$ cat config.mk
export PLATFORM = sky130hd
export DESIGN_NAME = paged_reg_seq
export DESIGN_NICKNAME = d
export VERILOG_FILES = /design/src/rtl/preg_pkg.sv /design/src/rtl/preg_rst_sync.sv /design/src/rtl/preg_page_cache.sv /design/src/rtl/preg_word_path.sv /design/src/rtl/preg_seq_fsm.sv /design/src/rtl/paged_reg_seq.sv
export SDC_FILE = /design/constraint.sdc
export NUM_CORES = 1
export LEC_CHECK = 0
export ABC_CLOCK_PERIOD_IN_PS = 5390
export BUFFER_PORTS_ARGS = -buffer_cell sky130_fd_sc_hd__buf_2
export CAP_MARGIN = 20
export CORE_MARGIN = 5
export CORE_UTILIZATION = 49
export DETAILED_ROUTE_END_ITERATION = 12
export GPL_TIMING_DRIVEN = 0
export PLACE_DENSITY_LB_ADDON = 0.08
export SYNTH_ARGS = -nofsm -noshare
export SYNTH_HDL_FRONTEND = slang
export SYNTH_SLANG_ARGS = --single-unit
$ cat constraint.sdc
create_clock -name clk -period 5.39 [get_ports clk]
set_input_delay 0.539 -clock clk [delete_from_list [all_inputs] [get_ports clk]]
set_output_delay 0.539 -clock clk [all_outputs]
set_load 0.05 [all_outputs]
$ cat src/rtl/preg_pkg.sv
package preg_pkg;

  localparam int REG_NUM_W = 5;

  localparam logic [REG_NUM_W-1:0] REG_PAGE  = 5'h10;
  localparam logic [REG_NUM_W-1:0] REG_CMD   = 5'h11;
  localparam logic [REG_NUM_W-1:0] REG_DATA0 = 5'h18;

  localparam logic [1:0] OP_WR = 2'b01;
  localparam logic [1:0] OP_RD = 2'b10;

  localparam logic [2:0] WCODE_8 = 3'd0;

  typedef enum logic [2:0] {
    ST_IDLE,
    ST_WDATA,
    ST_PAGE,
    ST_ADDR,
    ST_POLL,
    ST_WAIT,
    ST_RDATA,
    ST_RESP
  } seq_state_e;

  // number of 16-bit data registers touched for a width code
  function automatic logic [2:0] words_for(input logic [2:0] code);
    case (code)
      3'd0, 3'd1: return 3'd1;
      3'd2:       return 3'd2;
      3'd3:       return 3'd3;
      default:    return 3'd4;
    endcase
  endfunction

endpackage

$ cat src/rtl/preg_rst_sync.sv
module preg_rst_sync (
  input  logic clk,
  input  logic rst_n,
  output logic rst_sync_n
);
  logic [1:0] sync_q;

  always_ff @(posedge clk or negedge rst_n) begin
    if (!rst_n) sync_q <= 2'b00;
    else        sync_q <= {sync_q[0], 1'b1};
  end

  assign rst_sync_n = sync_q[1];
endmodule

$ cat src/rtl/preg_page_cache.sv
module preg_page_cache #(
  parameter int          PAGE_W    = 8,
  parameter logic [PAGE_W-1:0] IDLE_PAGE = '1
) (
  input  logic              clk,
  input  logic              rst_n,
  input  logic              upd_en,
  input  logic [PAGE_W-1:0] upd_page,
  input  logic [PAGE_W-1:0] cmp_page,
  output logic              page_hit,
  output logic [PAGE_W-1:0] cur_page
);
  logic [PAGE_W-1:0] page_q;

  always_ff @(posedge clk or negedge rst_n) begin
    if (!rst_n)      page_q <= IDLE_PAGE;
    else if (upd_en) page_q <= upd_page;
  end

  assign cur_page = page_q;
  assign page_hit = (cmp_page == page_q);
endmodule

$ cat src/rtl/preg_word_path.sv
module preg_word_path
  import preg_pkg::*;
#(
  parameter int WORD_W    = 16,
  parameter int MAX_WORDS = 4,
  localparam int IDX_W    = $clog2(MAX_WORDS),
  localparam int CNT_W    = IDX_W + 1,
  localparam int DATA_W   = WORD_W * MAX_WORDS
) (
  input  logic              clk,
  input  logic              rst_n,
  input  logic              load_en,
  input  logic [2:0]        width_in,
  input  logic [DATA_W-1:0] wdata_in,
  input  logic [IDX_W-1:0]  word_idx,
  input  logic              cap_en,
  input  logic [WORD_W-1:0] cap_word,
  output logic [WORD_W-1:0] wr_word,
  output logic              word_last,
  output logic [DATA_W-1:0] rbuf
);
  logic [2:0]        width_q;
  logic [CNT_W-1:0]  nwords;
  logic [WORD_W-1:0] wr_lane [MAX_WORDS];

  always_ff @(posedge clk or negedge rst_n) begin
    if (!rst_n)       width_q <= 3'd0;
    else if (load_en) width_q <= width_in;
  end

  assign nwords    = CNT_W'(words_for(width_q));
  assign word_last = (CNT_W'(word_idx) == (nwords - CNT_W'(1)));
  assign wr_word   = wr_lane[word_idx];

  for (genvar g = 0; g < MAX_WORDS; g++) begin : g_lane
    logic [WORD_W-1:0] wq, rq;
    logic [WORD_W-1:0] w_in, r_in;
    logic              hit;

    // lane 0 carries only a byte for the narrowest width, both directions
    if (g == 0) begin : g_low
      assign w_in = (width_in == WCODE_8) ? {{(WORD_W-8){1'b0}}, wdata_in[7:0]}
                                          : wdata_in[WORD_W-1:0];
      assign r_in = (width_q == WCODE_8) ? {{(WORD_W-8){1'b0}}, cap_word[7:0]}
                                         : cap_word;
    end else begin : g_up
      assign w_in = wdata_in[g*WORD_W +: WORD_W];
      assign r_in = cap_word;
    end

    assign hit = cap_en && (word_idx == IDX_W'(g));

    always_ff @(posedge clk or negedge rst_n) begin
      if (!rst_n)       wq <= '0;
      else if (load_en) wq <= w_in;
    end

    always_ff @(posedge clk or negedge rst_n) begin
      if (!rst_n)       rq <= '0;
      else if (load_en) rq <= '0;
      else if (hit)     rq <= r_in;
    end

    assign wr_lane[g]               = wq;
    assign rbuf[g*WORD_W +: WORD_W] = rq;
  end

  // a byte-wide read never leaves anything above bit 7
  assert_byte_zero_R7: assert property (@(posedge clk) disable iff (!rst_n)
    (width_q == WCODE_8 && !load_en) |=> (rbuf[DATA_W-1:8] == '0));
endmodule

$ cat src/rtl/preg_seq_fsm.sv
module preg_seq_fsm
  import preg_pkg::*;
#(
  parameter int PAGE_W     = 8,
  parameter int OFS_W      = 8,
  parameter int WORD_W     = 16,
  parameter int IDX_W      = 2,
  parameter int POLL_LIMIT = 5,
  parameter int POLL_GAP   = 4,
  localparam int POLL_CW   = $clog2(POLL_LIMIT + 1),
  localparam int GAP_CW    = $clog2(POLL_GAP + 2),
  localparam logic [POLL_CW-1:0] POLL_LAST = POLL_CW'(POLL_LIMIT - 1),
  localparam logic [GAP_CW-1:0]  GAP_LAST  = GAP_CW'((POLL_GAP > 0) ? POLL_GAP - 1 : 0)
) (
  input  logic                 clk,
  input  logic                 rst_n,
  input  logic                 req_valid,
  output logic                 req_ready,
  input  logic [PAGE_W-1:0]    req_page,
  input  logic [OFS_W-1:0]     req_ofs,
  input  logic                 req_write,
  input  logic                 page_hit,
  output logic [PAGE_W-1:0]    cmp_page,
  output logic                 cache_upd,
  output logic [PAGE_W-1:0]    upd_page,
  input  logic                 word_last,
  input  logic [WORD_W-1:0]    wr_word,
  output logic [IDX_W-1:0]     word_idx,
  output logic                 load_en,
  output logic                 cap_en,
  output logic                 cmd_valid,
  output logic                 cmd_write,
  output logic [REG_NUM_W-1:0] cmd_regnum,
  output logic [WORD_W-1:0]    cmd_wdata,
  input  logic                 cmd_done,
  input  logic                 cmd_err,
  input  logic [1:0]           cmd_status,
  output logic                 rsp_done,
  output logic                 rsp_err
);
  seq_state_e         state_q, state_d;
  logic [IDX_W-1:0]   idx_q, idx_d;
  logic [POLL_CW-1:0] poll_q, poll_d;
  logic [GAP_CW-1:0]  gap_q, gap_d;
  logic               err_q, err_d;
  logic [PAGE_W-1:0]  page_q;
  logic [OFS_W-1:0]   ofs_q;
  logic               wr_q;
  logic [WORD_W-1:0]  page_word, addr_word;

  assign page_word = {page_q, {(WORD_W-PAGE_W-1){1'b0}}, 1'b1};
  assign addr_word = {ofs_q, {(WORD_W-OFS_W-2){1'b0}}, (wr_q ? OP_WR : OP_RD)};

  assign req_ready = (state_q == ST_IDLE);
  assign rsp_done  = (state_q == ST_RESP);
  assign rsp_err   = rsp_done && err_q;
  assign cmp_page  = (state_q == ST_IDLE) ? req_page : page_q;
  assign upd_page  = page_q;
  assign word_idx  = idx_q;

  always_comb begin
    state_d    = state_q;
    idx_d      = idx_q;
    poll_d     = poll_q;
    gap_d      = gap_q;
    err_d      = err_q;
    load_en    = 1'b0;
    cap_en     = 1'b0;
    cache_upd  = 1'b0;
    cmd_valid  = 1'b0;
    cmd_write  = 1'b0;
    cmd_regnum = REG_CMD;
    cmd_wdata  = '0;

    unique case (state_q)
      ST_IDLE: begin
        if (req_valid) begin
          load_en = 1'b1;
          idx_d   = '0;
          poll_d  = '0;
          err_d   = 1'b0;
          if (req_write)     state_d = ST_WDATA;
          else if (page_hit) state_d = ST_ADDR;
          else               state_d = ST_PAGE;
        end
      end

      ST_WDATA: begin
        cmd_valid  = 1'b1;
        cmd_write  = 1'b1;
        cmd_regnum = REG_DATA0 + REG_NUM_W'(idx_q);
        cmd_wdata  = wr_word;
        if (cmd_done) begin
          if (cmd_err) begin
            err_d   = 1'b1;
            state_d = ST_RESP;
          end else if (word_last) begin
            state_d = page_hit ? ST_ADDR : ST_PAGE;
          end else begin
            idx_d = idx_q + IDX_W'(1);
          end
        end
      end

      ST_PAGE: begin
        cmd_valid  = 1'b1;
        cmd_write  = 1'b1;
        cmd_regnum = REG_PAGE;
        cmd_wdata  = page_word;
        if (cmd_done) begin
          if (cmd_err) begin
            err_d   = 1'b1;
            state_d = ST_RESP;
          end else begin
            cache_upd = 1'b1;
            state_d   = ST_ADDR;
          end
        end
      end

      ST_ADDR: begin
        cmd_valid  = 1'b1;
        cmd_write  = 1'b1;
        cmd_regnum = REG_CMD;
        cmd_wdata  = addr_word;
        if (cmd_done) begin
          if (cmd_err) begin
            err_d   = 1'b1;
            state_d = ST_RESP;
          end else begin
            poll_d  = '0;
            state_d = ST_POLL;
          end
        end
      end

      ST_POLL: begin
        cmd_valid  = 1'b1;
        cmd_regnum = REG_CMD;
        if (cmd_done) begin
          if (cmd_err) begin
            err_d   = 1'b1;
            state_d = ST_RESP;
          end else if (cmd_status == 2'b00) begin
            idx_d   = '0;
            state_d = wr_q ? ST_RESP : ST_RDATA;
          end else if (poll_q == POLL_LAST) begin
            err_d   = 1'b1;
            state_d = ST_RESP;
          end else begin
            poll_d  = poll_q + POLL_CW'(1);
            gap_d   = '0;
            state_d = (POLL_GAP == 0) ? ST_POLL : ST_WAIT;
          end
        end
      end

      ST_WAIT: begin
        gap_d = gap_q + GAP_CW'(1);
        if (gap_q == GAP_LAST) state_d = ST_POLL;
      end

      ST_RDATA: begin
        cmd_valid  = 1'b1;
        cmd_regnum = REG_DATA0 + REG_NUM_W'(idx_q);
        if (cmd_done) begin
          if (cmd_err) begin
            err_d   = 1'b1;
            state_d = ST_RESP;
          end else begin
            cap_en = 1'b1;
            if (word_last) state_d = ST_RESP;
            else           idx_d   = idx_q + IDX_W'(1);
          end
        end
      end

      ST_RESP: state_d = ST_IDLE;

      default: state_d = ST_IDLE;
    endcase
  end

  always_ff @(posedge clk or negedge rst_n) begin
    if (!rst_n) begin
      state_q <= ST_IDLE;
      idx_q   <= '0;
      poll_q  <= '0;
      gap_q   <= '0;
      err_q   <= 1'b0;
    end else begin
      state_q <= state_d;
      idx_q   <= idx_d;
      poll_q  <= poll_d;
      gap_q   <= gap_d;
      err_q   <= err_d;
    end
  end

  always_ff @(posedge clk or negedge rst_n) begin
    if (!rst_n) begin
      page_q <= '0;
      ofs_q  <= '0;
      wr_q   <= 1'b0;
    end else if (load_en) begin
      page_q <= req_page;
      ofs_q  <= req_ofs;
      wr_q   <= req_write;
    end
  end

  // a pending transaction is held unchanged until it is answered
  assert_cmd_hold_R10: assert property (@(posedge clk) disable iff (!rst_n)
    (cmd_valid && !cmd_done) |=>
      (cmd_valid && $stable(cmd_regnum) && $stable(cmd_wdata) && $stable(cmd_write)));

  // the response is a single pulse followed by idle
  assert_done_pulse_R9: assert property (@(posedge clk) disable iff (!rst_n)
    rsp_done |=> (!rsp_done && req_ready));

  // nothing is in flight while a new request can be taken
  assert_ready_quiet_R9: assert property (@(posedge clk) disable iff (!rst_n)
    req_ready |-> (!cmd_valid && !rsp_done));

  // a busy answer to the last permitted poll ends in a failed response
  assert_poll_limit_R6: assert property (@(posedge clk) disable iff (!rst_n)
    (state_q == ST_POLL && cmd_done && !cmd_err && cmd_status != 2'b00 && poll_q == POLL_LAST)
      |=> (rsp_done && rsp_err));

  // a failed transaction is never followed by another one
  assert_abort_R8: assert property (@(posedge clk) disable iff (!rst_n)
    (cmd_valid && cmd_done && cmd_err) |=> (rsp_done && rsp_err && !cmd_valid));
endmodule

$ cat src/rtl/paged_reg_seq.sv
module paged_reg_seq
  import preg_pkg::*;
#(
  parameter int PAGE_W     = 8,
  parameter int OFS_W      = 8,
  parameter int WORD_W     = 16,
  parameter int MAX_WORDS  = 4,
  parameter int POLL_LIMIT = 5,
  parameter int POLL_GAP   = 4,
  parameter logic [4:0] PHY_ADDR = 5'd30,
  parameter logic [PAGE_W-1:0] IDLE_PAGE = '1,
  localparam int IDX_W  = $clog2(MAX_WORDS),
  localparam int DATA_W = WORD_W * MAX_WORDS
) (
  input  logic                 clk,
  input  logic                 rst_n,
  input  logic                 req_valid,
  output logic                 req_ready,
  input  logic [PAGE_W-1:0]    req_page,
  input  logic [OFS_W-1:0]     req_ofs,
  input  logic [2:0]           req_width,
  input  logic                 req_write,
  input  logic [DATA_W-1:0]    req_wdata,
  output logic                 rsp_done,
  output logic                 rsp_err,
  output logic [DATA_W-1:0]    rsp_rdata,
  output logic                 cmd_valid,
  output logic                 cmd_write,
  output logic [4:0]           cmd_phy,
  output logic [REG_NUM_W-1:0] cmd_regnum,
  output logic [WORD_W-1:0]    cmd_wdata,
  input  logic                 cmd_done,
  input  logic                 cmd_err,
  input  logic [WORD_W-1:0]    cmd_rdata
);
  logic              rst_s_n;
  logic              page_hit, cache_upd, load_en, cap_en, word_last;
  logic [PAGE_W-1:0] cmp_page, upd_page, cur_page;
  logic [IDX_W-1:0]  word_idx;
  logic [WORD_W-1:0] wr_word;
  logic [DATA_W-1:0] rbuf;

  preg_rst_sync u_rst (
    .clk        (clk),
    .rst_n      (rst_n),
    .rst_sync_n (rst_s_n)
  );

  preg_page_cache #(.PAGE_W(PAGE_W), .IDLE_PAGE(IDLE_PAGE)) u_cache (
    .clk      (clk),
    .rst_n    (rst_s_n),
    .upd_en   (cache_upd),
    .upd_page (upd_page),
    .cmp_page (cmp_page),
    .page_hit (page_hit),
    .cur_page (cur_page)
  );

  preg_word_path #(.WORD_W(WORD_W), .MAX_WORDS(MAX_WORDS)) u_words (
    .clk       (clk),
    .rst_n     (rst_s_n),
    .load_en   (load_en),
    .width_in  (req_width),
    .wdata_in  (req_wdata),
    .word_idx  (word_idx),
    .cap_en    (cap_en),
    .cap_word  (cmd_rdata),
    .wr_word   (wr_word),
    .word_last (word_last),
    .rbuf      (rbuf)
  );

  preg_seq_fsm #(
    .PAGE_W(PAGE_W), .OFS_W(OFS_W), .WORD_W(WORD_W), .IDX_W(IDX_W),
    .POLL_LIMIT(POLL_LIMIT), .POLL_GAP(POLL_GAP)
  ) u_fsm (
    .clk        (clk),
    .rst_n      (rst_s_n),
    .req_valid  (req_valid),
    .req_ready  (req_ready),
    .req_page   (req_page),
    .req_ofs    (req_ofs),
    .req_write  (req_write),
    .page_hit   (page_hit),
    .cmp_page   (cmp_page),
    .cache_upd  (cache_upd),
    .upd_page   (upd_page),
    .word_last  (word_last),
    .wr_word    (wr_word),
    .word_idx   (word_idx),
    .load_en    (load_en),
    .cap_en     (cap_en),
    .cmd_valid  (cmd_valid),
    .cmd_write  (cmd_write),
    .cmd_regnum (cmd_regnum),
    .cmd_wdata  (cmd_wdata),
    .cmd_done   (cmd_done),
    .cmd_err    (cmd_err),
    .cmd_status (cmd_rdata[1:0]),
    .rsp_done   (rsp_done),
    .rsp_err    (rsp_err)
  );

  assign cmd_phy   = PHY_ADDR;
  assign rsp_rdata = (rsp_done && !rsp_err) ? rbuf : '0;

  // the remembered page moves only after an accepted page write
  assert_cache_update_R3: assert property (@(posedge clk) disable iff (!rst_s_n)
    !$stable(cur_page) |->
      $past(cmd_valid && cmd_write && cmd_done && !cmd_err && cmd_regnum == REG_PAGE));

  // a page select never repeats the page already selected
  assert_page_skip_R2: assert property (@(posedge clk) disable iff (!rst_s_n)
    (cmd_valid && cmd_regnum == REG_PAGE) |-> (cmd_wdata[WORD_W-1 -: PAGE_W] != cur_page));
endmodule

======== After elaboration in Yosys (flattened, before gate mapping) ========
Index checks and enable logic that the tools add are counted.
storage, ports and cells
  output and inout port bits .............. 95
  logic and storage cells ................. 170
  bits in latches ......................... 0
  bits in writable memories ............... 0
  ROM bits ................................ 0
  register bits after elaboration ......... 170
  bits of input ports ..................... 105
  memories ................................ 0
cells by class
  magnitude comparators ................... 1
  add/sub/neg operators ................... 5
  shifts and indexed selects .............. 0
  divide/modulo/power cells ............... 0
  bitwise gates (word level) .............. 1
  multiply operators ...................... 0
  reduce and logical (&&, ||, !) cells .... 30
  equal/unequal tests ..................... 38
  muxes and demuxes ....................... 76
operator list
  operator                                                               number
  16-bit 2-to-1 mux                                                      12
  3-bit 2-to-1 mux                                                       26
  64-bit 2-to-1 mux                                                      1
  16-bit one-hot mux with 3 select lines                                 1
  16-bit binary-select mux with 2-bit select                             1
  2-bit != test, second input constant                                   12
  3-bit one-hot mux with 8 select lines                                  1
  2-bit 2-to-1 mux                                                       10
  3-bit one-hot mux with 3 select lines                                  2
  1-bit 2-to-1 mux                                                       17
  8-bit AND reduction                                                    2
  3-bit by 2-bit equality test with 1-bit output, second input constant  5
  3-bit equality test, second input constant                             5
  2-bit by 1-bit != test with 1-bit output, second input constant        5
  5-bit one-hot mux with 2 select lines                                  1
  2-bit nonzero test                                                     5
  3-bit zero test                                                        3
  3-bit by 2-bit != test with 1-bit output, second input constant        3
  9-bit AND reduction                                                    1
  3-bit nonzero test                                                     3
  8-bit equality test                                                    1
  8-bit 2-to-1 mux                                                       1
  7-bit AND reduction                                                    1
  3-bit by 1-bit adder with 3-bit output, second input constant          2
  21 further kinds                                                       30

======== Depth between registers and ports, before layout ========
  word-level depth ........................ 9
  depth in mapped cells ................... 10
  mapped depth without buffers ............ 9

======== Cells and area by module ========
A second synthesis with hierarchy kept.
second synthesis, totals
  cells, all modules ...................... 799
  area, all modules ....................... 8758.4 µm²
by module, submodules not included
  module           seq. area each (µm²)  area each (µm²)  instances  cells an instance
  preg_word_path   3278.1                5562.8           1          477
  preg_seq_fsm     725.7                 2001.9           1          207
  paged_reg_seq    0.0                   711.9            1          84
  preg_page_cache  210.2                 427.9            1          28
  preg_rst_sync    50.0                  53.8             1          3

======== Least setup slack after synthesis ========
Ideal clock, no wire load.
  path kind ............................... reg2out
  start point ............................. reg u_fsm.idx_q[1], in the netlist u_fsm.word_idx[1]
  end point ............................... out cmd_wdata[1]
  arrival ................................. 2.239 ns
  slack ................................... 2.612 ns
  required time ........................... 4.851 ns
  cell stages (with the launch flop) ...... 6
  buffers on the path ..................... 2
  path through ............................ dfrtp_1 > buf_2 > buf_1 > mux4_2 > mux2i_1 > nor3_1
on the way
  longest elaborated chain between the ends .. 5
RTL lines
  item                                                    line                  RTL
  start: declaration                                      preg_seq_fsm.sv:42    logic [IDX_W-1:0] idx_q, idx_d;
  start signal: assignment                                preg_seq_fsm.sv:193   idx_q <= idx_d;
  2-bit inverter with 3-bit output (implied by the code)  preg_word_path.sv:33  assign wr_word = wr_lane[word_idx];
  16-bit binary-select mux with 2-bit select              preg_word_path.sv:33
  16-bit 2-to-1 mux (implied by the code) (2 in a row)    preg_word_path.sv:33
  16-bit one-hot mux with 3 select lines                  preg_seq_fsm.sv:75    unique case (state_q)
  end: declaration                                        paged_reg_seq.sv:31   output logic [WORD_W-1:0] cmd_wdata,
Every way passes these cells. The select of a mux whose other input is x is not followed.

======== Final worst setup path ========
  start point ............................. reg u_fsm.state_q[2]
  end point ............................... out rsp_rdata[36]
on the way
  longest elaborated chain between the ends .. 5
RTL lines
  item                      line                  RTL
  start: declaration        preg_seq_fsm.sv:41    seq_state_e state_q, state_d;
  start signal: assignment  preg_seq_fsm.sv:192   state_q <= state_d;
  3-bit equality test *     preg_seq_fsm.sv:55    assign rsp_done = (state_q == ST_RESP);
  1-bit logical AND         preg_seq_fsm.sv:56    assign rsp_err = rsp_done && err_q;
  1-bit zero test           paged_reg_seq.sv:105  assign rsp_rdata = (rsp_done && !rsp_err) ? rbuf : '0;
  1-bit logical AND *       paged_reg_seq.sv:105
  64-bit 2-to-1 mux *       paged_reg_seq.sv:105
  end: declaration          paged_reg_seq.sv:26   output logic [DATA_W-1:0] rsp_rdata,
Every way passes the cells marked *; elsewhere a longest branch is shown, timed or not.

==> metrics.md <==
| Metric | Value |
|---|---|
| Outcome | finished, final reports clean |
| Detailed-route via count | 7,215 |
| Power Total | 5.43 mW |
| Setup Viol. Count Final | 0 |
| Post-synthesis async set-or-reset flop share | 1.00 |
| Largest net degree at the start of global routing | 70 |
| Vias in the first global route | 7,318 |
| Syn. warnings | 0 |
| Max incr delay on CP | 0.44 ns |
| Synth cell types | 54 |
| Static Leak | approximately 5.4 nW |
| TritonCTS clock tree | yes |
| H-tree levels | 4 |
| Worst Path Arrival | 2.88 ns |
| Reg-to-Reg End | u_words.g_lane[0].rq[11] |
| Critical-path cell list | clkbuf_1, inv_1, nor3_1, buf_2, clkbuf_1, and2_1, buf_2 |
| Row count | 48 |
| Hold EP | u_words.g_lane[1].wq[4] |
| Synth-to-Final Area Change | 23.2% |
| Crit end category | output port |
| CP top delay family | buffers and inverters |
| Setup WS pre-CTS | 2.31 ns |
| Syn Inst Count | about 950 |
| Worst-case reg-to-reg path depth | 8 |
| Via density | a little over 5 |
| Drt pass-1 iters | 5 |
| Worst reg-to-reg setup slack | 2.31 ns |
| Clock sinks | between 150 and 200 |
| Die height | 141 um |
| Unrepaired setup endpoints after global routing | false |
| Starting Density | 0.494 |
| Avg Inst Size Synth | 8.83 um2 |
| Setup ws final | approximately 2.0 ns |
| Peak Freq | slightly below 300 MHz |
| Slowest CP cell | nor3_1 |
| Clk_skew | 0.00930 ns |
| Share of cells above drive strength 1 | 0.259 |
| Req. time, crit path | 4.85 ns |
| RePlAce Congestion | around 0.86 |
| Post-CTS Setup Repair Bufs | 0 |
| Post-synth EDFFs | 0 |
| Area of the core | 0.0171 mm2 |
| Least-Margin Pin Slew | around 0.75 ns |
| Die area | roughly 0.02 mm2 |
| DP Area | 0.00975 mm2 |
| Worst hold slack | between 0.2 and 0.3 ns |
| Flops & latches, synth | 170 |
| Worst-path fanout max | 10 |
| VDD IR max | 276 uV |
| Total Routed Length | 23.9 mm |
| Reg2reg start | u_fsm.word_idx[1] |
| First-pass GRT wire length | 38.4 mm |
| Setup TNS | 0 ns |
| Hold Path Depth | 3 |
| # port buffers | roughly 190 |
| DR DRC count | 0 |
| Die width | 141 um |
| Synth Flop Type | dfrtp_1 |
| Synthesized area | between 0.008 and 0.009 mm2 |
| CP startpoint kind | flip-flop |
| Worst-Skew Late Latency | 0.43 ns |
| Initial antenna violation count | 1 |
| Fin crit share | 0.635 |
| Num ports | 200 |
| Root Buffer | clkbuf_16 |
| TritonCTS buffer count | 17 |
| WL/cell | 16.9 um |
| Dpl hpwl | approximately 18 mm |
| Iteration-0 DRC Markers | 348 |
| Final Max Slew Viols | 0 |
| Hold Path Class | in2reg |
| Final Instance Area | 0.0104 mm2 |
| Diodes inserted | 0 |
| Gr usage total | 0.244 |
| Max transition margin | 0.501 |
| Layout Nets | between 1k and 1.5k |
| CTS clk-pin slew, worst paths | 0.07 ns |
| Total grt overflow | 0 |
| CTS Buffer Depth | 2 |
| Hold path start | req_wdata[20] |
| Final Hold Fails | 0 |
| Pwr dens | 523 mW/mm2 |
| Worst Path Buf+Inv | 5 |
| Kind of critical path | reg2out |
| ANT nets after route | 0 |
| Post-synthesis sequential area ratio | 0.506 |
| Max-Cap Viols | 0 |
| Min Tclk post-route | 3.42 ns |
cells in the mapped netlist (13+ instances only):
cell / count / share of area
o21ai_0: 21 / 0.012
nand3_1: 19 / 0.011
nor2_1: 21 / 0.0094
buf_2: 24 / 0.014
mux4_2: 16 / 0.043
clkbuf_1: 28 / 0.012
a21oi_1: 70 / 0.042
nand2_1: 372 / 0.17
and2_1: 69 / 0.051
dfrtp_1: 162 / 0.48
inv_1: 13 / 0.0058
report_power, final:
part           leakage [nW]  total (mW)  switching [mW]  internal [mW]
Sequential             2.20        2.05           0.286           1.76
Clock                 0.299        1.29           0.539          0.752
Combinational          2.87        2.09            1.31          0.777
Total                  5.37        5.43            2.14           3.29
worst register-to-register path, cell delays in order (launching register included):
cell	delay, ns
dfrtp_1	0.41
buf_2	0.23
buf_1	0.37
inv_1	0.25
ha_1	0.17
clkbuf_1	0.37
nand2_1	0.37
nor3_2	0.60
a22o_1	0.26
cell type report:
type	count	area, um2
sequential	170	4270
buffer	70	365
clock inverter	14	180
inverter	14	57.6
tap	225	282
timing repair buffer	195	1030
fill	1600	6680
multi-input combinational	706	3760
clock buffer	18	439
flip-flops by register name, indices dropped and copies added (netlist names), 2 cells and up:
name	flops
u_fsm.ofs_q	8
u_words.width_q	3
u_fsm.gap_q	3
u_fsm.upd_page	8
u_words.g_lane.wq	64
u_rst.sync_q	2
u_fsm.word_idx	2
u_words.g_lane.rq	64
u_cache.cur_page	8
u_fsm.state_q	3
u_fsm.poll_q	3
routing by layer:
layer / GRT usage / wire length [um] / up-vias / share of wire
li1: - / - / 3556 / -
met1: 0.319 / 10200 / 3390 / 0.43
met2: 0.421 / 11800 / 237 / 0.49
met3: 0.0455 / 1540 / 30 / 0.065
met4: 0.0643 / 312 / 2 / 0.013
met5: 0 / 7 / - / 0.00029
cell families after synthesis:
group / share of synthesized area
simple gates: 0.266
buf+inv: 0.0502
flops: 0.506
compound gates: 0.0912
mux: 0.0658
xor+xnor: 0.00624
other cells: 0.000891
fa+ha+maj: 0.0134
worst max path at each step:
| stage | endpoint | slack (ns) | from | depth (start not counted) |
|---|---|---|---|---|
| global route | rsp_rdata[37] | 1.74 | u_fsm.state_q[2] | 7 |
| floorplan | u_fsm.err_q | 0.32 | u_rst.sync_q[1] | 0 |
| detailed placement | u_words.g_lane[0].rq[11] | 2.31 | u_fsm.word_idx[1] | 8 |
| finish | rsp_rdata[36] | 1.97 | u_fsm.state_q[2] | 7 |
| CTS | rsp_rdata[7] | 1.95 | u_fsm.state_q[2] | 7 |
| global placement | u_words.g_lane[1].wq[6] | -1.80 | u_rst.sync_q[1] | 0 |
stage by stage:
stage / util / std cells
floorplan: - / 960
global placement: 0.568 / 1376
detailed placement: 0.572 / 1379
CTS: 0.609 / 1412
global route: 0.609 / 1412
finish: 0.609 / 1412
layout by cell type (no fill, tap or decap), types with 3 or more instances in the layout:
master     synthesis  layout
and3_1             7       7
mux2i_1            7       7
nand2b_1           3       3
and2_1            69      69
mux4_2            16      16
buf_4             10      10
mux2_2            11      11
xnor2_1            3       3
clkbuf_1          28      28
a21oi_1           70      70
o21ai_0           21      21
clkbuf_2           3       3
dfstp_2            8       8
nand3_1           19      19
conb_1             2       8
bufinv_16          0       3
o41ai_1            3       3
inv_6              0       7
clkbuf_16          0      17
xor2_1             3       3
nor2_1            21      21
nand2_1          372     372
inv_1             13      13
buf_2             24     216
nor2b_1           11      11
a22o_1             8       8
ha_1               9       9
o22ai_1            3       3
dfrtp_1          162     161
a22oi_1            9       9
nor3_1             4       4
timing repair:
action / 4_1_cts / 5_1_grt
gates resized for setup: 0 / 0
hold buffers: 1 / 0
endpoints found under the hold margin: 2 / 0
No activity file was read; power rests on OpenSTA's default activity.
